==> config.mk <==
export PLATFORM = sky130hd
export DESIGN_NAME = corr_bpred
export DESIGN_NICKNAME = d
export VERILOG_FILES = /design/src/rtl/bp_pkg.sv /design/src/rtl/bp_history.sv /design/src/rtl/bp_index.sv /design/src/rtl/bp_counter_table.sv /design/src/rtl/corr_bpred.sv
export SDC_FILE = /design/constraint.sdc
export NUM_CORES = 1
export LEC_CHECK = 0
export BUFFER_PORTS_ARGS = -buffer_cell sky130_fd_sc_hd__buf_2
export CAP_MARGIN = 5
export CORE_ASPECT_RATIO = 0.6
export CORE_MARGIN = 1
export CORE_UTILIZATION = 32
export DETAILED_ROUTE_END_ITERATION = 6
export PLACE_DENSITY_LB_ADDON = 0.2
export REMOVE_ABC_BUFFERS = 1
export SYNTH_ARGS = -nofsm -noshare
export SYNTH_HDL_FRONTEND = slang
export SYNTH_SLANG_ARGS = --single-unit
==> constraint.sdc <==
create_clock -name clk -period 3.8 [get_ports clk]
set_input_delay 0.38 -clock clk [delete_from_list [all_inputs] [get_ports clk]]
set_output_delay 0.38 -clock clk [all_outputs]
set_load 0.1 [all_outputs]
==> src/rtl/bp_pkg.sv <==
package bp_pkg;

  typedef logic [1:0] ctr_t;

  localparam ctr_t CTR_RESET = 2'b01;
  localparam ctr_t CTR_MAX   = 2'b11;
  localparam ctr_t CTR_MIN   = 2'b00;

  // One saturating step of a 2-bit confidence counter
  function automatic ctr_t ctr_step(input ctr_t cur, input logic taken);
    ctr_t nxt;
    nxt = cur;
    if (taken) begin
      if (cur != CTR_MAX) nxt = cur + 2'b01;
    end else begin
      if (cur != CTR_MIN) nxt = cur - 2'b01;
    end
    return nxt;
  endfunction

endpackage

==> src/rtl/bp_history.sv <==
module bp_history #(
  parameter int H = 4
) (
  input  logic         clk,
  input  logic         rst_n,
  input  logic         upd_en,
  input  logic         upd_taken,
  output logic [H-1:0] hist_o
);

  logic [H-1:0] hist_q;
  logic [H-1:0] hist_d;
  logic [H-1:0] shifted;

  generate
    if (H == 1) begin : g_one
      assign shifted = upd_taken;
    end else begin : g_many
      assign shifted = {hist_q[H-2:0], upd_taken};
    end
  endgenerate

  always_comb begin
    hist_d = hist_q;
    if (upd_en) hist_d = shifted;
  end

  always_ff @(posedge clk or negedge rst_n) begin
    if (!rst_n) begin
      hist_q <= '0;
    end else if (upd_en) begin
      hist_q <= hist_d;
    end
  end

  assign hist_o = hist_q;

  AST_HIST_SHIFT_IN: assert property (@(posedge clk) disable iff (!rst_n)
    upd_en |=> hist_o[0] == $past(upd_taken));

  AST_HIST_HOLD: assert property (@(posedge clk) disable iff (!rst_n)
    !upd_en |=> $stable(hist_o));

endmodule

==> src/rtl/bp_index.sv <==
module bp_index #(
  parameter int PC_W  = 32,
  parameter int ALIGN = 2,
  parameter int IDX_W = 6,
  parameter int H     = 4
) (
  input  logic [PC_W-1:0]  pc,
  input  logic             tid,
  input  logic [H-1:0]     hist,
  input  logic             part_mode,
  output logic [IDX_W-1:0] idx
);

  logic [IDX_W-1:0] pc_bits;
  logic [IDX_W-1:0] hist_ext;
  logic [IDX_W-1:0] hashed;
  logic             unused_pc;

  assign pc_bits   = pc[ALIGN +: IDX_W];
  assign hist_ext  = {{(IDX_W-H){1'b0}}, hist};
  assign hashed    = pc_bits ^ hist_ext;
  assign unused_pc = ^{pc[PC_W-1:ALIGN+IDX_W], pc[ALIGN-1:0]};

  always_comb begin
    if (part_mode) begin
      idx = {tid, hashed[IDX_W-2:0]};
    end else begin
      idx = hashed;
    end
  end

endmodule

==> src/rtl/bp_counter_table.sv <==
module bp_counter_table
  import bp_pkg::*;
#(
  parameter int IDX_W = 6
) (
  input  logic             clk,
  input  logic             rst_n,
  input  logic [IDX_W-1:0] rd_idx,
  output ctr_t             rd_ctr_o,
  input  logic             wr_en,
  input  logic [IDX_W-1:0] wr_idx,
  input  logic             wr_taken
);

  localparam int DEPTH = 1 << IDX_W;

  ctr_t tbl_q [DEPTH];
  ctr_t tbl_d [DEPTH];

  always_comb begin
    tbl_d = tbl_q;
    if (wr_en) tbl_d[wr_idx] = ctr_step(tbl_q[wr_idx], wr_taken);
  end

  always_ff @(posedge clk or negedge rst_n) begin
    if (!rst_n) begin
      for (int i = 0; i < DEPTH; i++) tbl_q[i] <= CTR_RESET;
    end else if (wr_en) begin
      tbl_q <= tbl_d;
    end
  end

  assign rd_ctr_o = tbl_q[rd_idx];

  AST_CTR_SAT_HIGH: assert property (@(posedge clk) disable iff (!rst_n)
    (wr_en && wr_taken && tbl_q[wr_idx] == CTR_MAX) |=> tbl_q[$past(wr_idx)] == CTR_MAX);

  AST_CTR_SAT_LOW: assert property (@(posedge clk) disable iff (!rst_n)
    (wr_en && !wr_taken && tbl_q[wr_idx] == CTR_MIN) |=> tbl_q[$past(wr_idx)] == CTR_MIN);

  AST_CTR_UP_ONE: assert property (@(posedge clk) disable iff (!rst_n)
    (wr_en && wr_taken && tbl_q[wr_idx] != CTR_MAX)
      |=> tbl_q[$past(wr_idx)] == $past(tbl_q[wr_idx]) + 2'b01);

endmodule

==> src/rtl/corr_bpred.sv <==
module corr_bpred
  import bp_pkg::*;
#(
  parameter int PC_W  = 32,
  parameter int ALIGN = 2,
  parameter int IDX_W = 6,
  parameter int H     = 4
) (
  input  logic            clk,
  input  logic            rst_n,
  input  logic            part_mode_i,
  input  logic            stall_i,
  input  logic            lk_valid_i,
  input  logic [PC_W-1:0] lk_pc_i,
  input  logic            lk_tid_i,
  output logic            pred_valid_o,
  output logic            pred_taken_o,
  input  logic            up_valid_i,
  input  logic [PC_W-1:0] up_pc_i,
  input  logic            up_tid_i,
  input  logic            up_taken_i
);

  localparam int NTHR = 2;

  logic [H-1:0]     hist_w [NTHR];
  logic [IDX_W-1:0] lk_idx;
  logic [IDX_W-1:0] up_idx;
  ctr_t             lk_ctr;
  logic             lk_en;

  logic             pv_q, pv_d;
  logic             pt_q, pt_d;

  // Per-thread history registers, each shifted only by its own updates
  generate
    for (genvar t = 0; t < NTHR; t++) begin : g_thr
      logic hupd;
      assign hupd = up_valid_i && (up_tid_i == 1'(t));
      bp_history #(.H(H)) u_hist (
        .clk      (clk),
        .rst_n    (rst_n),
        .upd_en   (hupd),
        .upd_taken(up_taken_i),
        .hist_o   (hist_w[t])
      );
    end
  endgenerate

  bp_index #(.PC_W(PC_W), .ALIGN(ALIGN), .IDX_W(IDX_W), .H(H)) u_lk_index (
    .pc       (lk_pc_i),
    .tid      (lk_tid_i),
    .hist     (hist_w[lk_tid_i]),
    .part_mode(part_mode_i),
    .idx      (lk_idx)
  );

  bp_index #(.PC_W(PC_W), .ALIGN(ALIGN), .IDX_W(IDX_W), .H(H)) u_up_index (
    .pc       (up_pc_i),
    .tid      (up_tid_i),
    .hist     (hist_w[up_tid_i]),
    .part_mode(part_mode_i),
    .idx      (up_idx)
  );

  bp_counter_table #(.IDX_W(IDX_W)) u_table (
    .clk     (clk),
    .rst_n   (rst_n),
    .rd_idx  (lk_idx),
    .rd_ctr_o(lk_ctr),
    .wr_en   (up_valid_i),
    .wr_idx  (up_idx),
    .wr_taken(up_taken_i)
  );

  // Lookup side: clock enable drops while the front end is stalled
  assign lk_en = lk_valid_i && !stall_i;

  always_comb begin
    pv_d = lk_en;
    pt_d = pt_q;
    if (lk_en) pt_d = lk_ctr[1];
  end

  always_ff @(posedge clk or negedge rst_n) begin
    if (!rst_n) begin
      pv_q <= 1'b0;
    end else begin
      pv_q <= pv_d;
    end
  end

  always_ff @(posedge clk or negedge rst_n) begin
    if (!rst_n) begin
      pt_q <= 1'b0;
    end else if (lk_en) begin
      pt_q <= pt_d;
    end
  end

  assign pred_valid_o = pv_q;
  assign pred_taken_o = pt_q;

  AST_STALL_NO_PRED: assert property (@(posedge clk) disable iff (!rst_n)
    stall_i |=> !pred_valid_o);

  AST_STALL_HOLD_DIR: assert property (@(posedge clk) disable iff (!rst_n)
    stall_i |=> $stable(pred_taken_o));

  AST_PART_OWN_HALF: assert property (@(posedge clk) disable iff (!rst_n)
    part_mode_i |-> (lk_idx[IDX_W-1] == lk_tid_i));

  AST_LOOKUP_VALID: assert property (@(posedge clk) disable iff (!rst_n)
    lk_en |=> pred_valid_o);

endmodule

==> summary.txt, run 1 <==
Pwr
  – Sw Ratio: 0.393
  – VDD IR max: around 440 uV
  – Power per cell area: roughly 860 mW/mm2
  – Pleak: 3.61 nW
  – Internal: 4.71 mW
  – Logic pwr share: 0.406
  – Sequential Power Share: 0.378
  – Clock Power Share: 0.216
  – Net Switching: a little over 3 mW

STA
  – Worst slew pin tran: between 0.9 and 1 ns
  – Max_slew headroom: 0.368
  – Fin Hold WS: between 0.00001 and 0.000015 ns
  – Count of final setup violators: 0
  – Pins Over Slew Limit: 0
  – RSZ-0062 raised after global routing: false
  – Fmax: 275 MHz
  – Fin crit share: 0.957
  – Final min period: 3.64 ns
  – Clock Skew: a little under 0.008 ns
  – Count of final hold-check violations: 0

Cells and area
  – Share of post-route cells with drive strength above 1: 0.342
  – Final #Nets: between 900 and 1,000
  – Final Instance Count excl. Fillers: roughly 1,100
  – Fill cells: ~2,300
  – # diodes: 0
  – Area delta synth->final: 21.2%

Detailed routing
  – Initial DRC count: 576
  – Detail Route Antenna Nets: 0
  – Wire per inst: approximately 21 um
  – Final wirelength: about 24,000 um
  – DRC: 0
  – First drt pass iteration count: 5
  – Vias: between 6,000 and 7,000
  – Vias per inst: 5.29

Job
  – Max-cap violations: 0

Worst setup path
  – Crit Path Class: register to register
  – Slowest-stage cell, CP: or4_1
  – WP buf/inv: 3
  – Worst path max stage delay: 0.57 ns
  – Crit. End Element: register
  – Worst path required time: 4.15 ns
  – CP Cell Sequence: mux2i_2 > xor2_2 > buf_4 > buf_4 > a31oi_1 > o21ai_0 > a311oi_2 > o221ai_1 > or4_1 > maj3_4 > buf_12 > o21ai_0
  – Critical path's top delay family: compound AO/OA/AOI/OAI gates
  – Critical-path maximum fanout: 17
  – R2r setup slk: roughly 0.16 ns
  – Critical Path AT: just under 4 ns
  – Crit path launch type: register

CTS
  – CTS Buffer Depth: 2
  – Clock root buffer: clkbuf_16
  – CTS tree: built
  – Cts bufs inserted: 17
  – Clk slew on worst S/H paths: 0.06 ns
  – Worst-Skew Late Latency: 0.43 ns
  – Htree depth: 4
  – Clock Sinks: 138

Placement
  – Hpwl dp: approximately 18,000 um
  – Placer Congestion: just under 0.9
  – Number of port buffers: 22
  – DP Cell Count: ~1,100

Yosys
  – Leading cell types by count after synthesis: nand2_1, o21ai_0, dfrtp_1
  – Synth Register Bits: approximately 140
  – Synthesis Warnings: 0
  – Gate Count Post-Synth: ~750
  – Synth Cell Area: 0.00747 mm2
  – Ys async rst share: 1.00
  – Most used DFF post-synth: dfrtp_1
  – Top-area cell type share of the netlist area: 0.248
  – Post-synth EDFFs: 0
  – Post-synthesis cell type count: 54
  – Synth area leaders: dfrtp_1, dfstp_2, nand2_1, mux4_2, o21ai_2
  – Register area share after synthesis: 0.473
  – Most frequent cell after synthesis: nand2_1
  – Post-Syn Area per Cell: 9.95 um2
  – Post-synth top area cell: dfrtp_1

Floorplanning
  – Rows: 42
  – Die Span X: between 150 and 200 um
  – Core footprint: 0.0225 mm2
  – Num ports: 75
  – Die area: around 0.024 mm2
  – Initial Util: 0.332
  – Die span in y: ~120 um

Min path
  – Hold Crit Class: primary input to asynchronous set/reset pin

Run status
  – Status: finished clean

Global routing
  – Initial antenna violation count: 0
  – Total congestion overflow: 0
  – First-pass GRT wire length: ~37,000 um
  – Tot GR Track Use: 0.215
  – Largest net degree at the start of global routing: 80
  – Vias in the first global route: 5,775
[final cells by class]
| class | instances | area (um2) | area share |
|---|---|---|---|
| multi-input cells | 573 | 3780 | 0.417 |
| flip-flops and latches | 138 | 3530 | 0.390 |
| repair buffers | 95 | 777 | 0.0858 |
| clock buffers | 25 | 485 | 0.0536 |
| well taps | 308 | 385 | 0.0425 |
| clock inverters | 7 | 90.1 | 0.00994 |
| inverters | 3 | 11.3 | 0.00124 |
[through the flow]
step | util | TNS (ns) | area, um2 | worst slack [ns] | power, mW
after floorplan | - | -104.94 | 7250 | -1.19 | 4.55
after global routing | 0.403 | 0 | 9060 | 0.0140 | 8.21
after global placement | 0.374 | -3.92 | 8420 | -0.0805 | 5.96
after detailed placement | 0.374 | -7.99 | 8420 | -0.137 | 6.00
after CTS | 0.400 | 0 | 9000 | 0.0904 | 7.69
final | 0.403 | 0 | 9060 | 0.163 | 7.76
[cells in the final DEF, fill, tap and decap left out, types with 4 or more instances in the layout]
cell and count:
o211ai_1 9, buf_12 9, nand2_1 217, mux4_2 22, mux2_2 12, a31oi_1 9, nand3_1 23, o21ai_1 12
buf_2 21, dfstp_2 64, dfrtp_1 74, clkbuf_1 5, a221o_1 6, o21ai_2 50, xnor2_2 4, mux2i_1 31
a21oi_1 14, o21ai_0 77, nand4_1 4, nor3_1 10, buf_4 64, nor2_1 19, a22oi_1 5, clkbuf_16 17
[per-layer routing]
layer	track usage	up-vias	part of all wire
met2	0.263	235	0.37
met3	0.0667	26	0.088
met5	0	-	0
met1	0.351	2955	0.53
li1	-	2861	-
met4	0.0447	0	0.014
[registers in the layout (all words and copies together), names as in the netlist]
name / cells
u_table.tbl_q: 128
g_thr.u_hist.hist_o: 8
pred_taken_o: 1
pred_valid_o: 1
[what timing repair did]
item / CTS / global route
setup endpoints to repair: 0 / 123
hold buffers: 0 / 0
resized for setup: 0 / 1
hold endpoints to repair: 0 / 0
setup buffers: 0 / 2
[worst register-to-register path, cell delays in order (launching register included)]
cell      delay (ns)
dfrtp_1         0.41
mux2i_2         0.30
xor2_2          0.23
buf_4           0.23
buf_4           0.15
a31oi_1         0.13
o21ai_0         0.13
a311oi_2        0.42
o221ai_1        0.20
or4_1           0.57
maj3_4          0.41
buf_12          0.18
o21ai_0         0.20
[power groups by stage]
stage	Clock (mW)	Combinational, mW	Sequential (mW)
after floorplan	0	1.80	2.75
after global placement	0	3.04	2.93
after detailed placement	0	3.07	2.93
after CTS	1.70	3.08	2.92
after global routing	1.77	3.43	3.02
final	1.68	3.15	2.93
[path summary, 6_finish.rpt]
check                                          start            endpoint  cells after the start
hold / removal                                 rst_n   u_table.tbl_q[37]                      1
hold reg to reg                    u_table.tbl_q[98]   u_table.tbl_q[98]                      2
setup reg to reg           g_thr[1].u_hist.hist_o[2]   u_table.tbl_q[88]                     12
max in group asynchronous                      rst_n  u_table.tbl_q[112]                      2
setup / recovery           g_thr[1].u_hist.hist_o[2]   u_table.tbl_q[88]                     12
min in group clk                             stall_i        pred_valid_o                      2
[logic make-up after synthesis]
kind of cell,count (synthesis),share of synthesized area
adders and majority gates,2,0.00301
AOI/OAI and AO/OA,203,0.181
DFF,138,0.473
muxes,68,0.134
buffers and inverters,41,0.0310
xor gates and xnor gates,12,0.0211
and+or+nand+nor,287,0.158
Power figures use the tool's default switching activity.
==> run 2: changes to the inputs <==
Settings changed: SETUP_SLACK_MARGIN set to 0.3.
==> summary.txt, run 2 (same netlist as run 1, synthesis figures left out) <==
Worst setup path
  – CP Cell Sequence: mux2i_4 > xnor2_4 > buf_12 > mux2i_2 > a2111oi_0 > a311oi_2 > o221ai_2 > or4_4 > maj3_4 > buf_4 > o21ai_0
  – WP buf/inv: 2
  – R2r setup slk: 0.32 ns
  – Crit. End Element: register
  – Crit Path Class: register to register
  – Crit path launch type: register
  – Critical Path AT: around 3.8 ns
  – Worst path required time: roughly 4.2 ns
  – Worst path max stage delay: around 0.55 ns
  – R2r endpoint: u_table.tbl_q[84]
  – Reg-to-Reg Start: g_thr[1].u_hist.hist_o[0]
  – Slowest-stage cell, CP: or4_4
  – FF-to-FF path depth: 11
  – Critical path's top delay family: compound AO/OA/AOI/OAI gates
  – Critical-path maximum fanout: 6

STA
  – RSZ-0062 raised after global routing: true
  – Fin worst setup slack: ~0.32 ns
  – Count of final hold-check violations: 1
  – Pins Over Slew Limit: 0
  – Count of final setup violators: 0
  – Max_slew headroom: 0.444
  – Fin Hold WS: -0.00394 ns
  – Fmax: around 290 MHz
  – Clock Skew: around 0.009 ns
  – Total Negative Setup Slacks: 0 ns
  – Final min period: 3.48 ns
  – Worst slew pin tran: slightly above 0.8 ns
  – Fin crit share: 0.916

CTS
  – CTS Hold Bufs: 0
  – CTS Buffer Depth: 2
  – Cts bufs inserted: 17
  – Htree depth: 4
  – Clk slew on worst S/H paths: ~0.06 ns
  – Worst-Skew Late Latency: 0.43 ns
  – CTS tree: built
  – Clock Sinks: between 100 and 150
  – Clock root buffer: clkbuf_16

Floorplanning
  – Rows: 42
  – Die span in y: between 100 and 150 um
  – Die area: ~0.024 mm2
  – Num ports: 75
  – Initial Util: 0.332
  – Core footprint: about 0.022 mm2
  – Die Span X: ~200 um

Global routing
  – Initial antenna violation count: 0
  – Tot GR Track Use: 0.217
  – Total congestion overflow: 0
  – Vias in the first global route: 5,813
  – First-pass GRT wire length: ~38,000 um
  – Largest net degree at the start of global routing: 80

Cells and area
  – Fill cells: 2,283
  – Largest reg by FF count: u_table.tbl_q
  – Most frequent cells in the layout: nand2_1, buf_4, o21ai_0, dfrtp_1, dfstp_2
  – Share of post-route cells with drive strength above 1: 0.375
  – Finished Core Util: 0.416
  – Leading cell type in the layout, fill and taps excluded: nand2_1
  – Number of flip-flops in the largest register: between 100 and 150
  – Fin area: about 0.0094 mm2
  – # diodes: 0
  – Final Instance Count excl. Fillers: 1,171
  – Final #Nets: approximately 900
  – Area delta synth->final: 25.3%

Placement
  – Number of port buffers: 22
  – Dpl ws: -0.137 ns
  – DP Cell Count: 1,114
  – Hpwl dp: 17,700 um
  – Placer Congestion: slightly below 0.9
  – Post-DP Area: 0.00842 mm2

Pwr
  – Pleak: 3.74 nW
  – VDD IR max: between 400 and 500 uV
  – PnR Total Power: approximately 8.0 mW
  – Power per cell area: roughly 860 mW/mm2

Run status
  – Failing checks: negative hold slack
  – Status: complete, but fails checks

Detailed routing
  – Wire per inst: around 21 um
  – Final wirelength: 24,800 um
  – DRC: 0
  – Vias per inst: about 5.3
  – Initial DRC count: roughly 660
  – Detail Route Antenna Nets: 0
  – Vias: ~6,000
  – First drt pass iteration count: 6

Job
  – Max-cap violations: 0

Min path
  – Hold Crit Class: primary input to asynchronous set/reset pin
run 2: changes by cell type in the layout (fill, tap and decap cells not counted), sizes merged:
cell	previous run	this run
buf	95	117
xnor2	9	8
clkbuf	25	26
run 2: worst max-delay path by stage:
| stage | from | endpoint | slack [ns] | cells after the start |
|---|---|---|---|---|
| floorplan | up_tid_i | u_table.tbl_q[84] | -1.19 | 9 |
| global route | g_thr[1].u_hist.hist_o[0] | u_table.tbl_q[68] | 0.24 | 11 |
| global placement | up_tid_i | u_table.tbl_q[88] | -0.08 | 12 |
| CTS | g_thr[1].u_hist.hist_o[2] | u_table.tbl_q[88] | 0.31 | 11 |
| finish | g_thr[1].u_hist.hist_o[0] | u_table.tbl_q[84] | 0.32 | 11 |
| detailed placement | up_tid_i | u_table.tbl_q[88] | -0.14 | 12 |
run 2: final cells by class:
cell class | instances | area [um2] | share of cell area
multi-input cells | 572 | 3870 | 0.414
flip-flops and latches | 138 | 3540 | 0.378
repair buffers | 118 | 982 | 0.105
clock buffers | 25 | 485 | 0.0518
well taps | 308 | 385 | 0.0411
clock inverters | 7 | 90.1 | 0.00962
inverters | 3 | 11.3 | 0.00120
run 2: timing repair:
action,in CTS,in global routing
resized for setup,8,25
buffers inserted,8,16
cloned,0,1
pin swaps,4,9
setup endpoints to repair,128,129
run 2: per-layer routing:
| layer | part of all wire | wire, um | GRT usage | vias to the layer above |
|---|---|---|---|---|
| met4 | 0.012 | 301 | 0.0457 | 0 |
| met5 | 0 | 0 | 0 | - |
| met3 | 0.086 | 2130 | 0.0697 | 25 |
| met1 | 0.53 | 13200 | 0.353 | 3002 |
| li1 | - | - | - | 2900 |
| met2 | 0.37 | 9240 | 0.266 | 238 |
run 2: report_power, final:
group	internal [mW]	total [mW]	switching (mW)
registers	2.40	2.94	0.546
logic	1.46	3.40	1.93
clock network	1.02	1.68	0.662
==> run 3: changes to the inputs <==
Settings changed: ABC_AREA set to 1.
Clock period 3.8 ns to 4.25 ns, I/O delays scaled along.
==> summary.txt, run 3 <==
Worst setup path
  – Crit. End Element: register
  – Crit path launch type: register
  – Reg-to-Reg Start: g_thr[1].u_hist.hist_o[1]
  – Critical-path maximum fanout: 64
  – R2r setup slk: between 0.8 and 0.9 ns
  – Crit Path Class: register to register
  – R2r endpoint: u_table.tbl_q[79]
  – FF-to-FF path depth: 15
  – Critical Path AT: approximately 3.7 ns
  – Worst path required time: 4.62 ns

Floorplanning
  – Initial Util: 0.329
  – Die span in y: around 130 um
  – Num ports: between 70 and 80
  – Die area: between 0.02 and 0.03 mm2
  – Core footprint: about 0.027 mm2
  – Rows: between 40 and 50
  – Die Span X: roughly 220 um

Yosys
  – Top-area cell type share of the netlist area: 0.226
  – Post-Syn Area per Cell: 6.51 um2
  – Gate Count Post-Synth: 1,348
  – Register area share after synthesis: 0.403
  – Ys async rst share: 1.00
  – Post-synth top area cell: nand2_1
  – Post-synth EDFFs: 0
  – Post-synthesis cell type count: 29
  – Most used DFF post-synth: dfrtp_1
  – Synth Register Bits: between 100 and 150
  – Synth area leaders: nand2_1, dfrtp_1, dfstp_2, nand3_1, inv_1
  – Most frequent cell after synthesis: nand2_1
  – Leading cell types by count after synthesis: nand2_1, inv_1, nand3_1
  – Synthesis Warnings: 0
  – Synth Cell Area: slightly below 0.009 mm2

Global routing
  – Vias in the first global route: between 7,000 and 8,000
  – Tot GR Track Use: 0.216
  – Initial antenna violation count: 1
  – Total congestion overflow: 0
  – Largest net degree at the start of global routing: 78
  – First-pass GRT wire length: between 40,000 and 50,000 um

Detailed routing
  – Final wirelength: between 20,000 and 30,000 um
  – First drt pass iteration count: 7
  – Detail Route Antenna Nets: 0
  – Vias: between 8,000 and 9,000
  – DRC: 0
  – Initial DRC count: slightly above 1,000
  – Vias per inst: 4.83
  – Wire per inst: about 17 um

Pwr
  – VDD IR max: between 300 and 400 uV
  – PnR Total Power: approximately 5.9 mW
  – Power per cell area: roughly 610 mW/mm2
  – Pleak: between 4 and 5 nW

CTS
  – Worst-Skew Late Latency: between 0.4 and 0.5 ns
  – Clk slew on worst S/H paths: 0.06 ns
  – Clock Sinks: approximately 140
  – Htree depth: 4
  – Post-CTS Setup Inserts: 0
  – CTS tree: built
  – Cts bufs inserted: 17
  – CTS Buffer Depth: 2
  – CTS resizes: 0
  – Clock root buffer: clkbuf_16
  – CTS Hold Bufs: 0

Placement
  – Number of port buffers: 22
  – Placer Congestion: roughly 0.87
  – Hpwl dp: about 18,000 um
  – DP Cell Count: approximately 1,700
  – Post-DP Area: around 0.009 mm2

Cells and area
  – # diodes: 0
  – Fin area: a little under 0.01 mm2
  – Leading cell type in the layout, fill and taps excluded: nand2_1
  – Largest reg by FF count: u_table.tbl_q
  – Final #Nets: about 1,400
  – Most frequent cells in the layout: nand2_1, inv_1, nand3_1, nor2_1, dfrtp_1
  – Area delta synth->final: 11.2%
  – Final Instance Count excl. Fillers: between 1,500 and 2,000
  – Share of post-route cells with drive strength above 1: 0.114
  – Number of flip-flops in the largest register: roughly 130

STA
  – Count of final setup violators: 0
  – RSZ-0062 raised after global routing: false
  – Fin Hold WS: 0.0423 ns
  – Count of final hold-check violations: 0
  – Final min period: 3.36 ns
  – Total Negative Setup Slacks: 0 ns
  – Pins Over Slew Limit: 0
  – Worst slew pin tran: between 0.9 and 1 ns
  – Max_slew headroom: 0.376
  – Fin crit share: 0.789
  – Clock Skew: around 0.0093 ns
  – Fmax: 298 MHz

Run status
  – Status: finished clean

Job
  – Max-cap violations: 0

Min path
  – Hold Crit Class: primary input to asynchronous set/reset pin
[run 3: cell types whose count changed in the layout (fill, tap and decap cells not counted), moves of 28 or more]
cell	change
buf_4	-68
o21ai_0	-59
mux2i_1	-28
o21ai_2	-52
nand2_1	+309
nor2_1	+61
nand3_1	+212
inv_1	+235
[run 3: worst max path at each step]
stage,from,end,slack (ns),depth (start not counted)
5_1_grt,g_thr[1].u_hist.hist_o[1],u_table.tbl_q[41],0.64,15
6_report,g_thr[1].u_hist.hist_o[1],u_table.tbl_q[79],0.89,15
3_3_place_gp,up_tid_i,u_table.tbl_q[7],0.68,17
2_1_floorplan,up_tid_i,u_table.tbl_q[0],0.41,14
4_1_cts,g_thr[1].u_hist.hist_o[1],u_table.tbl_q[45],0.94,15
3_5_place_dp,up_tid_i,u_table.tbl_q[101],0.65,17
[run 3: cell families after synthesis]
logic type / synth area share
AOI/OAI and AO/OA: 0.0272
xor gates and xnor gates: 0.00813
DFF: 0.403
buffers and inverters: 0.146
and+or+nand+nor: 0.416
[run 3: power by group]
group / switching [mW] / leakage, nW / internal (mW)
combinational: 1.49 / 2.86 / 0.674
clock: 0.606 / 0.267 / 0.893
sequential: 0.297 / 1.66 / 1.98
total: 2.39 / 4.79 / 3.55
[run 3: metrics by stage]
step / setup WS, ns / util
final: 0.895 / 0.366
after global placement: 0.683 / 0.345
after global routing: 0.640 / 0.366
after CTS: 0.937 / 0.366
after detailed placement: 0.650 / 0.345
after floorplan: 0.415 / -
[run 3: worst max-delay path, cell delays in order (launching register included)]
cell and delay (ns):
dfrtp_1 0.42, nand2_1 0.10, nand2_1 0.05, nand2_1 0.07, nand2_2 0.31, inv_2 0.11, buf_4 0.45, nand3_1 0.17
nand3_1 0.11, nand3_1 0.18, nand2_1 0.15, nor2_2 0.06, nand3_2 0.08, buf_4 0.72, nand3_1 0.16, nand2_1 0.10
[run 3: cell type report]
| class | instances | area [um2] |
|---|---|---|
| fill | 2851 | 16900 |
| inverter | 244 | 918 |
| tap | 360 | 450 |
| clock buffer | 25 | 475 |
| timing repair buffer | 41 | 322 |
| sequential | 138 | 3530 |
| clock inverter | 7 | 92.6 |
| multi-input combinational | 914 | 3970 |
[run 3: routing by layer]
layer	vias up	global-route usage	share of wire
li1	4114	-	-
met1	3889	0.331	0.50
met2	308	0.305	0.40
met3	30	0.0427	0.084
met4	2	0.0547	0.011
met5	-	0	0.00041
